`config.mk`:
```
export PLATFORM = sky130hd
export DESIGN_NAME = auto_serial_ctrl
export DESIGN_NICKNAME = d
export VERILOG_FILES = /design/src/rtl/axfer_pkg.sv /design/src/rtl/axfer_gap_calc.sv /design/src/rtl/axfer_seq.sv /design/src/rtl/axfer_shifter.sv /design/src/rtl/auto_serial_ctrl.sv
export SDC_FILE = /design/constraint.sdc
export NUM_CORES = 1
export LEC_CHECK = 0
export ABC_AREA = 1
export CAP_MARGIN = 40
export CELL_PAD_IN_SITES_DETAIL_PLACEMENT = 0
export CELL_PAD_IN_SITES_GLOBAL_PLACEMENT = 2
export CORE_MARGIN = 2
export CORE_UTILIZATION = 37
export CTS_CLUSTER_DIAMETER = 60
export DETAILED_ROUTE_END_ITERATION = 7
export DONT_BUFFER_PORTS = 1
export PLACE_DENSITY_LB_ADDON = 0.1
export SLEW_MARGIN = 20
export SYNTH_ARGS = -nofsm -noshare
export SYNTH_HDL_FRONTEND = slang
export SYNTH_SLANG_ARGS = --single-unit
```
`constraint.sdc`:
```
create_clock -name clk -period 5.8 [get_ports clk]
set_input_delay 0.29 -clock clk [delete_from_list [all_inputs] [get_ports clk]]
set_output_delay 0.29 -clock clk [all_outputs]
set_load 0.01 [all_outputs]
```
`src/rtl/axfer_pkg.sv`:
```
// Package axfer_pkg
// Shared types and helper functions for the automatic serial transfer block.
// Assumes activity codes are 4 bits; unknown codes map to the default cost.
package axfer_pkg;

    typedef enum logic [1:0] {
        ST_IDLE = 2'd0,
        ST_LOW  = 2'd1,
        ST_HIGH = 2'd2,
        ST_GAP  = 2'd3
    } axfer_state_e;

    localparam logic [3:0] ACT_MUL  = 4'h1;
    localparam logic [3:0] ACT_DIV  = 4'h2;
    localparam logic [3:0] ACT_EXTW = 4'h3;

    // Processor-cycle cost of servicing one byte, per activity code.
    function automatic int unsigned cpu_cycles(input logic [3:0] code);
        case (code)
            ACT_MUL:  return 13;
            ACT_DIV:  return 20;
            ACT_EXTW: return 9;
            default:  return 7;
        endcase
    endfunction

    // Larger of two unsigned values.
    function automatic int unsigned umax(input int unsigned a, input int unsigned b);
        return (a > b) ? a : b;
    endfunction

endpackage

```
`src/rtl/axfer_gap_calc.sv`:
```
// Module axfer_gap_calc
// Purely combinational: computes the inter-byte gap length in system-clock
// cycles as the maximum of the serial-clock floor, the processor cost and
// (in interval mode) the programmed interval. Assumes GAP_W covers the result.
module axfer_gap_calc
    import axfer_pkg::*;
#(
    parameter int unsigned SCK_HALF = 2,
    parameter int unsigned CPU_DIV  = 1,
    parameter int unsigned GAP_W    = 10
) (
    input  logic [3:0]       act_code,
    input  logic [7:0]       interval_reg,
    output logic [GAP_W-1:0] gap_len
);

    localparam int unsigned FLOOR_CYC = 5 * SCK_HALF;
    localparam int unsigned PERIOD    = 2 * SCK_HALF;

    logic [GAP_W-1:0] cpu_term;
    logic [GAP_W-1:0] prog_term;
    logic [GAP_W-1:0] base_term;

    // Processor cost: the multiplier is skipped when the CPU clock equals the system clock.
    generate
        if (CPU_DIV == 1) begin : g_cpu_direct
            always_comb cpu_term = GAP_W'(cpu_cycles(act_code));
        end else begin : g_cpu_scaled
            always_comb cpu_term = GAP_W'(cpu_cycles(act_code) * CPU_DIV);
        end
    endgenerate

    // Programmed interval in whole serial periods, only in interval mode.
    always_comb begin
        if (interval_reg[7])
            prog_term = GAP_W'(interval_reg[6:0]) * GAP_W'(PERIOD);
        else
            prog_term = '0;
    end

    // Maximum of the three candidates.
    always_comb begin
        base_term = (cpu_term > GAP_W'(FLOOR_CYC)) ? cpu_term : GAP_W'(FLOOR_CYC);
        gap_len   = (prog_term > base_term) ? prog_term : base_term;
    end

endmodule

```
`src/rtl/axfer_seq.sv`:
```
// Module axfer_seq
// Sequencer: runs the idle / sck-low / sck-high / gap states, counts bit
// phases, bits and remaining bytes, and issues shift, load and end pulses.
// Assumes SCK_HALF >= 1 and gap_len >= 1 whenever a gap is loaded.
module axfer_seq
    import axfer_pkg::*;
#(
    parameter int unsigned SCK_HALF = 2,
    parameter int unsigned GAP_W    = 10,
    parameter int unsigned BC_W     = 8
) (
    input  logic             clk,
    input  logic             rst_n,
    input  logic             start,
    input  logic             int_clk_sel,
    input  logic [BC_W-1:0]  byte_count,
    input  logic [GAP_W-1:0] gap_len,
    output logic             sck,
    output logic             busy,
    output logic             done,
    output logic             tx_take,
    output logic             shift_en,
    output logic             fall_upd,
    output logic             byte_end
);

    localparam logic [GAP_W-1:0] HALF_LOAD = GAP_W'(SCK_HALF - 1);

    axfer_state_e     state_q, state_n;
    logic [GAP_W-1:0] cnt_q;
    logic [2:0]       bit_q;
    logic [BC_W-1:0]  remain_q;
    logic             sck_q;
    logic             done_q;

    logic cnt_zero, accept, end_bit, last, gap_done;

    // Event decode from the current state and counters.
    always_comb begin
        cnt_zero = (cnt_q == '0);
        accept   = (state_q == ST_IDLE) && start && int_clk_sel && (byte_count != '0);
        shift_en = (state_q == ST_LOW) && cnt_zero;
        end_bit  = (state_q == ST_HIGH) && cnt_zero;
        byte_end = end_bit && (bit_q == 3'd0);
        fall_upd = end_bit && (bit_q != 3'd0);
        last     = (remain_q == BC_W'(1));
        gap_done = (state_q == ST_GAP) && cnt_zero;
        tx_take  = accept || gap_done;
    end

    // Next-state selection.
    always_comb begin
        state_n = state_q;
        case (state_q)
            ST_IDLE: if (accept)   state_n = ST_LOW;
            ST_LOW:  if (cnt_zero) state_n = ST_HIGH;
            ST_HIGH: if (cnt_zero) state_n = (bit_q != 3'd0) ? ST_LOW :
                                             (last ? ST_IDLE : ST_GAP);
            ST_GAP:  if (cnt_zero) state_n = ST_LOW;
            default: state_n = ST_IDLE;
        endcase
    end

    // State, serial clock and end-of-run pulse registers.
    always_ff @(posedge clk) begin
        if (!rst_n) begin
            state_q <= ST_IDLE;
            sck_q   <= 1'b1;
            done_q  <= 1'b0;
        end else begin
            state_q <= state_n;
            sck_q   <= (state_n != ST_LOW);
            done_q  <= byte_end && last;
        end
    end

    // Phase counter: half periods during bits, gap length between bytes.
    always_ff @(posedge clk) begin
        if (!rst_n)
            cnt_q <= '0;
        else if (tx_take || shift_en || fall_upd)
            cnt_q <= HALF_LOAD;
        else if (byte_end && !last)
            cnt_q <= gap_len - GAP_W'(1);
        else if (!cnt_zero)
            cnt_q <= cnt_q - GAP_W'(1);
    end

    // Bit index and remaining-byte counters.
    always_ff @(posedge clk) begin
        if (!rst_n) begin
            bit_q    <= 3'd7;
            remain_q <= '0;
        end else begin
            if (tx_take)
                bit_q <= 3'd7;
            else if (fall_upd)
                bit_q <= bit_q - 3'd1;
            if (accept)
                remain_q <= byte_count;
            else if (byte_end)
                remain_q <= remain_q - BC_W'(1);
        end
    end

    assign sck  = sck_q;
    assign busy = (state_q != ST_IDLE);
    assign done = done_q;

    // A run only starts with the internal clock selected.
    assert_start_needs_sel_R1: assert property (@(posedge clk) disable iff (!rst_n)
        $rose(busy) |-> $past(int_clk_sel));

    // The serial clock is high whenever no run is active.
    assert_sck_idle_high_R2: assert property (@(posedge clk) disable iff (!rst_n)
        !busy |-> sck);

    // A freshly loaded gap is never shorter than the 2.5-period floor.
    assert_gap_floor_R4: assert property (@(posedge clk) disable iff (!rst_n)
        (state_q == ST_GAP && $past(state_q) != ST_GAP) |-> cnt_q >= GAP_W'(5 * SCK_HALF - 1));

    // The end-of-run pulse lasts one cycle and coincides with busy falling.
    assert_done_single_R7: assert property (@(posedge clk) disable iff (!rst_n)
        done |=> !done);
    assert_done_with_busy_fall_R7: assert property (@(posedge clk) disable iff (!rst_n)
        done |-> $fell(busy));

endmodule

```
`src/rtl/axfer_shifter.sv`:
```
// Module axfer_shifter
// Byte shift register: loads a byte, shifts the serial input in on each
// rising phase and updates the output bit on each falling phase. Presents
// the received byte at the end of each byte. Assumes the one-hot control pulses.
module axfer_shifter (
    input  logic       clk,
    input  logic       rst_n,
    input  logic       load,
    input  logic [7:0] load_byte,
    input  logic       shift_en,
    input  logic       fall_upd,
    input  logic       byte_end,
    input  logic       si,
    output logic       so,
    output logic [7:0] rx_byte,
    output logic       rx_valid
);

    logic [7:0] shift_q;
    logic       so_q;

    // Shift register: load a new byte or move one bit in from si.
    always_ff @(posedge clk) begin
        if (!rst_n)
            shift_q <= '0;
        else if (load)
            shift_q <= load_byte;
        else if (shift_en)
            shift_q <= {shift_q[6:0], si};
    end

    // Output bit: changes only with a load or a falling phase.
    always_ff @(posedge clk) begin
        if (!rst_n)
            so_q <= 1'b1;
        else if (load)
            so_q <= load_byte[7];
        else if (fall_upd)
            so_q <= shift_q[7];
    end

    // Received-byte register and its strobe.
    always_ff @(posedge clk) begin
        if (!rst_n) begin
            rx_byte  <= '0;
            rx_valid <= 1'b0;
        end else begin
            rx_valid <= byte_end;
            if (byte_end)
                rx_byte <= shift_q;
        end
    end

    assign so = so_q;

    // Received strobe is a single-cycle pulse.
    assert_rx_pulse_R3: assert property (@(posedge clk) disable iff (!rst_n)
        rx_valid |=> !rx_valid);

endmodule

```
`src/rtl/auto_serial_ctrl.sv`:
```
// Module auto_serial_ctrl
// Top level of the automatic serial transfer controller. Ties the
// sequencer, gap calculator and shift register together. Assumes a single
// clock domain; the serial clock is a registered output of the sequencer.
module auto_serial_ctrl
    import axfer_pkg::*;
#(
    parameter int unsigned SCK_HALF = 2,
    parameter int unsigned CPU_DIV  = 1,
    parameter int unsigned BC_W     = 8
) (
    input  logic            clk,
    input  logic            rst_n,
    input  logic            start,
    input  logic [BC_W-1:0] byte_count,
    input  logic            int_clk_sel,
    input  logic [3:0]      act_code,
    input  logic [7:0]      interval_reg,
    input  logic [7:0]      tx_byte,
    output logic            tx_take,
    input  logic            si,
    output logic [7:0]      rx_byte,
    output logic            rx_valid,
    output logic            sck,
    output logic            so,
    output logic            busy,
    output logic            done
);

    localparam int unsigned GAP_MAX = umax(umax(5 * SCK_HALF, 20 * CPU_DIV), 127 * 2 * SCK_HALF);
    localparam int unsigned GAP_W   = $clog2(GAP_MAX + 1);

    logic [GAP_W-1:0] gap_len;
    logic             shift_en, fall_upd, byte_end;

    axfer_gap_calc #(
        .SCK_HALF (SCK_HALF),
        .CPU_DIV  (CPU_DIV),
        .GAP_W    (GAP_W)
    ) u_gap (
        .act_code     (act_code),
        .interval_reg (interval_reg),
        .gap_len      (gap_len)
    );

    axfer_seq #(
        .SCK_HALF (SCK_HALF),
        .GAP_W    (GAP_W),
        .BC_W     (BC_W)
    ) u_seq (
        .clk         (clk),
        .rst_n       (rst_n),
        .start       (start),
        .int_clk_sel (int_clk_sel),
        .byte_count  (byte_count),
        .gap_len     (gap_len),
        .sck         (sck),
        .busy        (busy),
        .done        (done),
        .tx_take     (tx_take),
        .shift_en    (shift_en),
        .fall_upd    (fall_upd),
        .byte_end    (byte_end)
    );

    axfer_shifter u_shift (
        .clk       (clk),
        .rst_n     (rst_n),
        .load      (tx_take),
        .load_byte (tx_byte),
        .shift_en  (shift_en),
        .fall_upd  (fall_upd),
        .byte_end  (byte_end),
        .si        (si),
        .so        (so),
        .rx_byte   (rx_byte),
        .rx_valid  (rx_valid)
    );

    // Serial data holds steady while the serial clock stays high.
    assert_so_quiet_high_R2: assert property (@(posedge clk) disable iff (!rst_n)
        (sck && $past(sck)) |-> $stable(so));

    // Every byte taken from the source happens inside or at the start of a run.
    assert_take_starts_busy_R3: assert property (@(posedge clk) disable iff (!rst_n)
        tx_take |=> busy);

endmodule

```
==> results of run 1 <==
-- cell type report --
| cell class | instances | share of cell area |
|---|---|---|
| Multi-Input combinational cell | 266 | 0.549 |
| Sequential cell | 42 | 0.320 |
| Inverter | 41 | 0.0585 |
| Tap cell | 77 | 0.0366 |
| Clock buffer | 6 | 0.0314 |
| Clock inverter | 2 | 0.00476 |
-- state kept, by name, summed over array words and instances (netlist names) --
signal	cells
u_seq.cnt_q	9
u_seq.remain_q	8
u_shift.rx_byte	8
u_shift.shift_q	8
u_seq.bit_q	3
u_seq.state_q	2
u_seq.done	1
u_seq.sck	1
u_shift.rx_valid	1
u_shift.so	1
-- placed cells by master, fill, tap and decap left out, drive strengths merged, types with 2 or more instances in the layout --
cell type,count
clkbuf,6
inv,40
nor2,51
mux2i,2
xor2,5
clkinv,2
a31oi,11
nand3,24
nand4,5
o21bai,2
o21ai,15
or2,3
o211ai,4
nand2,105
dfxtp,42
a21oi,22
a22oi,2
ha,8
nor4,3
-- through the flow --
step | util | hold WS (ns) | setup slack [ns] | instances | area (um^2)
2_1_floorplan | - | 0.428 | 3.65 | 354 | 2460
3_3_place_gp | 0.397 | 0.395 | 3.35 | 426 | 2540
3_5_place_dp | 0.397 | 0.395 | 3.37 | 426 | 2540
6_report | 0.412 | 0.0982 | 3.40 | 434 | 2630
4_1_cts | 0.412 | 0.0864 | 3.35 | 434 | 2630
5_1_grt | 0.412 | 0.0942 | 3.06 | 434 | 2630
-- layer usage --
metal,wire length [um],part of all wire,GRT usage,up-vias
met5,0,0,0,-
met4,30,0.0051,0.0390,0
met3,270,0.046,0.0327,2
met2,2530,0.43,0.259,39
met1,3070,0.52,0.245,963
li1,-,-,-,1157
-- logic make-up after synthesis --
logic type | synth area share
xor+xnor | 0.0214
fa+ha+maj | 0.0407
compound gates | 0.135
simple gates | 0.382
flops | 0.342
mux | 0.00814
buf+inv | 0.0707
-- power breakdown --
group          internal, uW  total (uW)  switching [uW]
Combinational           136         388             252
Clock                  95.8         200             104
Sequential              338         377            39.3
-- worst max-delay path, cell delays in order (launching register included) --
cell and delay [ns]:
dfxtp_1 0.33, nor2_2 0.18, nand2_1 0.07, nor2_1 0.10
nand3_1 0.10, nor2_2 0.44, nand3_1 0.18, nand2_2 0.15
ha_1 0.22, nand3_1 0.11, nor2_1 0.18, nand2_1 0.10
nor2_1 0.09, nor2_1 0.05
-- final timing paths --
check | cells past startpoint | startpoint | endpoint
worst min register to register | 2 | u_seq.bit_q[0] | u_seq.bit_q[0]
worst min-delay path | 1 | rst_n | u_shift.so
worst max register to register | 13 | u_seq.cnt_q[3] | u_seq.cnt_q[8]
worst max-delay path | 13 | u_seq.cnt_q[3] | u_seq.cnt_q[8]
==> reports/summary.txt, run 1 <==
Status: complete, no violations
CTS Sinks: 42
Initial Utilization: 0.385
Relative slew slack: 0.644
Max Clock Freq: 417 MHz
Post-synth EDFFs: 0
Clock Skews: 0.00466 ns
CTS tree: yes
Routed wire length: 5.90 mm
Syn nets: 395
Mapped Cells: 354
Synth top area share: 0.342
Min Tclk post-route: 2.40 ns
HPWL after DPL: 4.55 mm
Critical path fanouts, max: 13
Drt drc: 0
CTS H-tree lvls: 2
Sequential cell area fraction in the yosys report: 0.342
WL per Instance: 13.6 um
GRT Util Overall: 0.168
Area occupied by multi-input gates: 1450 um^2
VDD IR max: 0.172 mV
Distinct cell type count after synthesis: 35
Fin nets: 397
Final ANT Viol Nets: 0
Slew Viols, Final: 0
CTS root buf: clkbuf_8
Static Leak: 0.00122 uW
Worst slew pin tran: 0.533 ns
Core area: 6390 um^2
Post-CTS sizing: 0
1st-pass router iterations: 4
Post-Syn Area: 2460 um^2
CP Capture Type: register
Longest Clk Path Bufs: 2
Cell Rows: 29
Die Footprint: 7320 um^2
Largest net degree at the start of global routing: 19
Global placement routability congestion: 0.776
Most frequent cell after synthesis: nand2_1
Total setup buffers inserted after CTS: 0
Hold Path Class: in -> reg
Type of the worst setup path: reg -> reg
R2R Setup Slk: 3.40 ns
Avg Cell Area, Syn: 6.95 um^2
Startpoint types: register
Data arrival, critical path: 2.59 ns
Register area: 841 um^2
IO Pins: 47
GRT overflow: 0
Clock transition at path regs: 0.08 ns
Synthesis-stage register bit count: 42
Worst path required time: 5.99 ns
Final Hold Viols: 0
Pwr Density: 367 nW/um^2
I/O Buffers: 0
CTS Buf Count: 5
Setup TNS: 0 ns
Post-synth top flop: dfxtp_1
Vias in the first global route: 2036
Synth area leaders: dfxtp_1 (34%), nand2_1 (15%), nor2_1 (6.0%)
Leading area contributor after synthesis: dfxtp_1
P&R area growth vs syn: 6.97%
Max Cap Viol: 0
Drt initial violations: 70
Endpoints failing setup: 0
Initial antenna violation count: 0
Layout cells sized above 1: 0.115
Ys async rst share: 0
Diode count: 0
Worst-skew pair later-pin latency: 0.29 ns
First-pass GRT wire length: 9.87 mm
Overall power: 965 uW
Vias per std cell: 4.98
Synth top cells by count: nand2_1 (98), dfxtp_1 (42), nor2_1 (39)
RSZ-0062 raised after global routing: no
Final worst path period share: 0.413
Synth warn: 0
Die height: 85.5 um
DIE WIDTH: 85.5 um
Post-CTS Hold Fix Bufs: 0
Vias post-DR: 2161
Fillers: 686
Power figures use the tool's default switching activity.
==> inputs of run 2 (changes only) <==
--- a/config.mk
+++ b/config.mk
@@ -10,7 +10,7 @@
 export CELL_PAD_IN_SITES_DETAIL_PLACEMENT = 0
 export CELL_PAD_IN_SITES_GLOBAL_PLACEMENT = 2
 export CORE_MARGIN = 2
-export CORE_UTILIZATION = 37
+export CORE_UTILIZATION = 34
 export CTS_CLUSTER_DIAMETER = 60
 export DETAILED_ROUTE_END_ITERATION = 7
 export DONT_BUFFER_PORTS = 1
==> constraint.sdc (replaced) <==
create_clock -name clk -period 2.26 [get_ports clk]
set_input_delay 0.113 -clock clk [delete_from_list [all_inputs] [get_ports clk]]
set_output_delay 0.113 -clock clk [all_outputs]
set_load 0.01 [all_outputs]
==> run 2 against run 1 <==
Combinational power grew to 2.7 times the previous value. Critical path type unchanged. Die area increased by 8.4%. Critical path depth rose by 1. Sequential power increased to 2.6 times the previous value. Sequential cell count unchanged. Fmax grew 21%. Largest power group unchanged. Non-clock buffer count is 21 higher. Final area grew 8.7%.
==> reports/summary.txt, run 2 (synthesis results as in run 1) <==
Status: complete, no violations
CP Cell Sequence: inv_1 > ha_1 > nand2_1 > inv_2 > nand3_4 > nor2_8 > nand2_2 > nand2_2 > ha_2 > nand3_1 > nor2_2 > nand2_1 > nor2_1 > nor2_1
Vias per std cell: 4.75
Max Cap Viol: 0
Initial antenna violation count: 0
R2R Path Start: u_seq.bit_q[0]
Placement Setup Slack: 0.0505 ns
CP Capture Type: register
DIE WIDTH: 89.1 um
WL per Instance: 13.1 um
Hold Path Class: in -> reg
Worst slew pin tran: 0.547 ns
Endpoints failing setup: 0
Worst path required time: 2.47 ns
I/O Buffers: 0
Pwr Density: 897 nW/um^2
Drt initial violations: 175
HPWL after DPL: 4.68 mm
Final setup margin: 0.276 ns
Sum of buffers and inverters on the critical path: 2
Setup TNS: 0 ns
Fin nets: 418
Critical Path Slowest Stage Cell: dfxtp_1
Vias in the first global route: 2057
Routed wire length: 6.26 mm
Vias post-DR: 2266
R2R Setup Slk: 0.28 ns
Min Tclk post-route: 1.98 ns
Die height: 89.1 um
CTS Buf Count: 5
CTS H-tree lvls: 2
Type of the worst setup path: reg -> reg
Largest net degree at the start of global routing: 17
CP max stage delay: 0.32 ns
Total setup buffers inserted after CTS: 0
VDD IR max: 0.429 mV
Max Clock Freq: 504 MHz
Diode count: 0
Critical Path Source: u_seq.bit_q[0]
Final Hold Viols: 0
Drt drc: 0
Cell Rows: 31
GRT overflow: 0
Clock transition at path regs: 0.09 ns
Crit path depth: 14
Initial Utilization: 0.345
Static Leak: 0.00131 uW
GRT Util Overall: 0.167
Critical path fanouts, max: 7
Die Footprint: 7930 um^2
Longest Clk Path Bufs: 2
RSZ-0062 raised after global routing: no
Core area: 7140 um^2
Slew Viols, Final: 0
Final ANT Viol Nets: 0
Crit Reg-Reg Endpoint: u_seq.cnt_q[8]
Startpoint types: register
Worst-skew pair later-pin latency: 0.30 ns
CTS root buf: clkbuf_8
IO Pins: 47
Reg2Reg Depth: 14
Reg with most FFs: u_seq.cnt_q
CTS Sinks: 42
Commonest non-fill, non-tap cells in the layout: nand2_1 (98), dfxtp_1 (42), nor2_1 (38), inv_1 (37)
Clock Skews: 0.00988 ns
Final worst path period share: 0.878
First-pass GRT wire length: 10.1 mm
Layout cells sized above 1: 0.132
1st-pass router iterations: 5
CTS tree: yes
Max reg flops: 9
P&R area growth vs syn: 16.3%
CP top delay family: simple AND/OR/NAND/NOR gates
CP endpoint: u_seq.cnt_q[8]
Data arrival, critical path: 2.19 ns
Relative slew slack: 0.634
Commonest non-fill, non-tap cell in the layout: nand2_1
Global placement routability congestion: 0.809
run 2: worst min path at each step:
stage	startpoint	end	slack (ns)	cells after the start
floorplan	rst_n	u_seq.remain_q[2]	0.25	2
global placement	rst_n	u_seq.remain_q[7]	0.22	2
detailed placement	rst_n	u_shift.so	0.21	1
CTS	byte_count[0]	u_seq.remain_q[0]	0.006	2
global route	byte_count[0]	u_seq.remain_q[0]	0.02	2
finish	byte_count[0]	u_seq.remain_q[0]	0.01	2
run 2: power breakdown:
part           internal, uW  switching, uW
combinational           397            660
clock                   253            280
sequential              866            109
total                  1520           1050
run 2: per-stage QoR:
stage                     power, uW  hold slack (ns)  instance area (um^2)  instances   util
after floorplan                1790            0.251                  2460        354      -
after global placement         2020            0.217                  2620        455  0.367
after detailed placement       2010            0.215                  2620        455  0.367
after CTS                      2590          0.00581                  2850        477  0.400
after global routing           2790           0.0167                  2860        477  0.401
final                          2570           0.0140                  2860        477  0.401
run 2: repair_timing:
action                                 in CTS  in global routing
setup endpoints to repair                   0                  2
gates resized for setup                     0                  4
hold buffers                               14                  0
endpoints found under the hold margin      19                  0
run 2: final cells by class:
class | instances | area (um^2)
Timing Repair Buffer | 21 | 193
Clock inverter | 1 | 8.76
Tap cell | 99 | 124
Inverter | 41 | 154
Sequential cell | 42 | 841
Multi-Input combinational cell | 266 | 1460
Fill cell | 810 | 4280
Clock buffer | 7 | 86.3
run 2: metal layers:
| metal | track usage | routed length (um) | vias to the layer above |
|---|---|---|---|
| met3 | 0.0305 | 233 | 7 |
| met5 | 0 | 0 | - |
| met1 | 0.241 | 3240 | 1017 |
| li1 | - | - | 1195 |
| met4 | 0.0529 | 76 | 0 |
| met2 | 0.252 | 2720 | 47 |
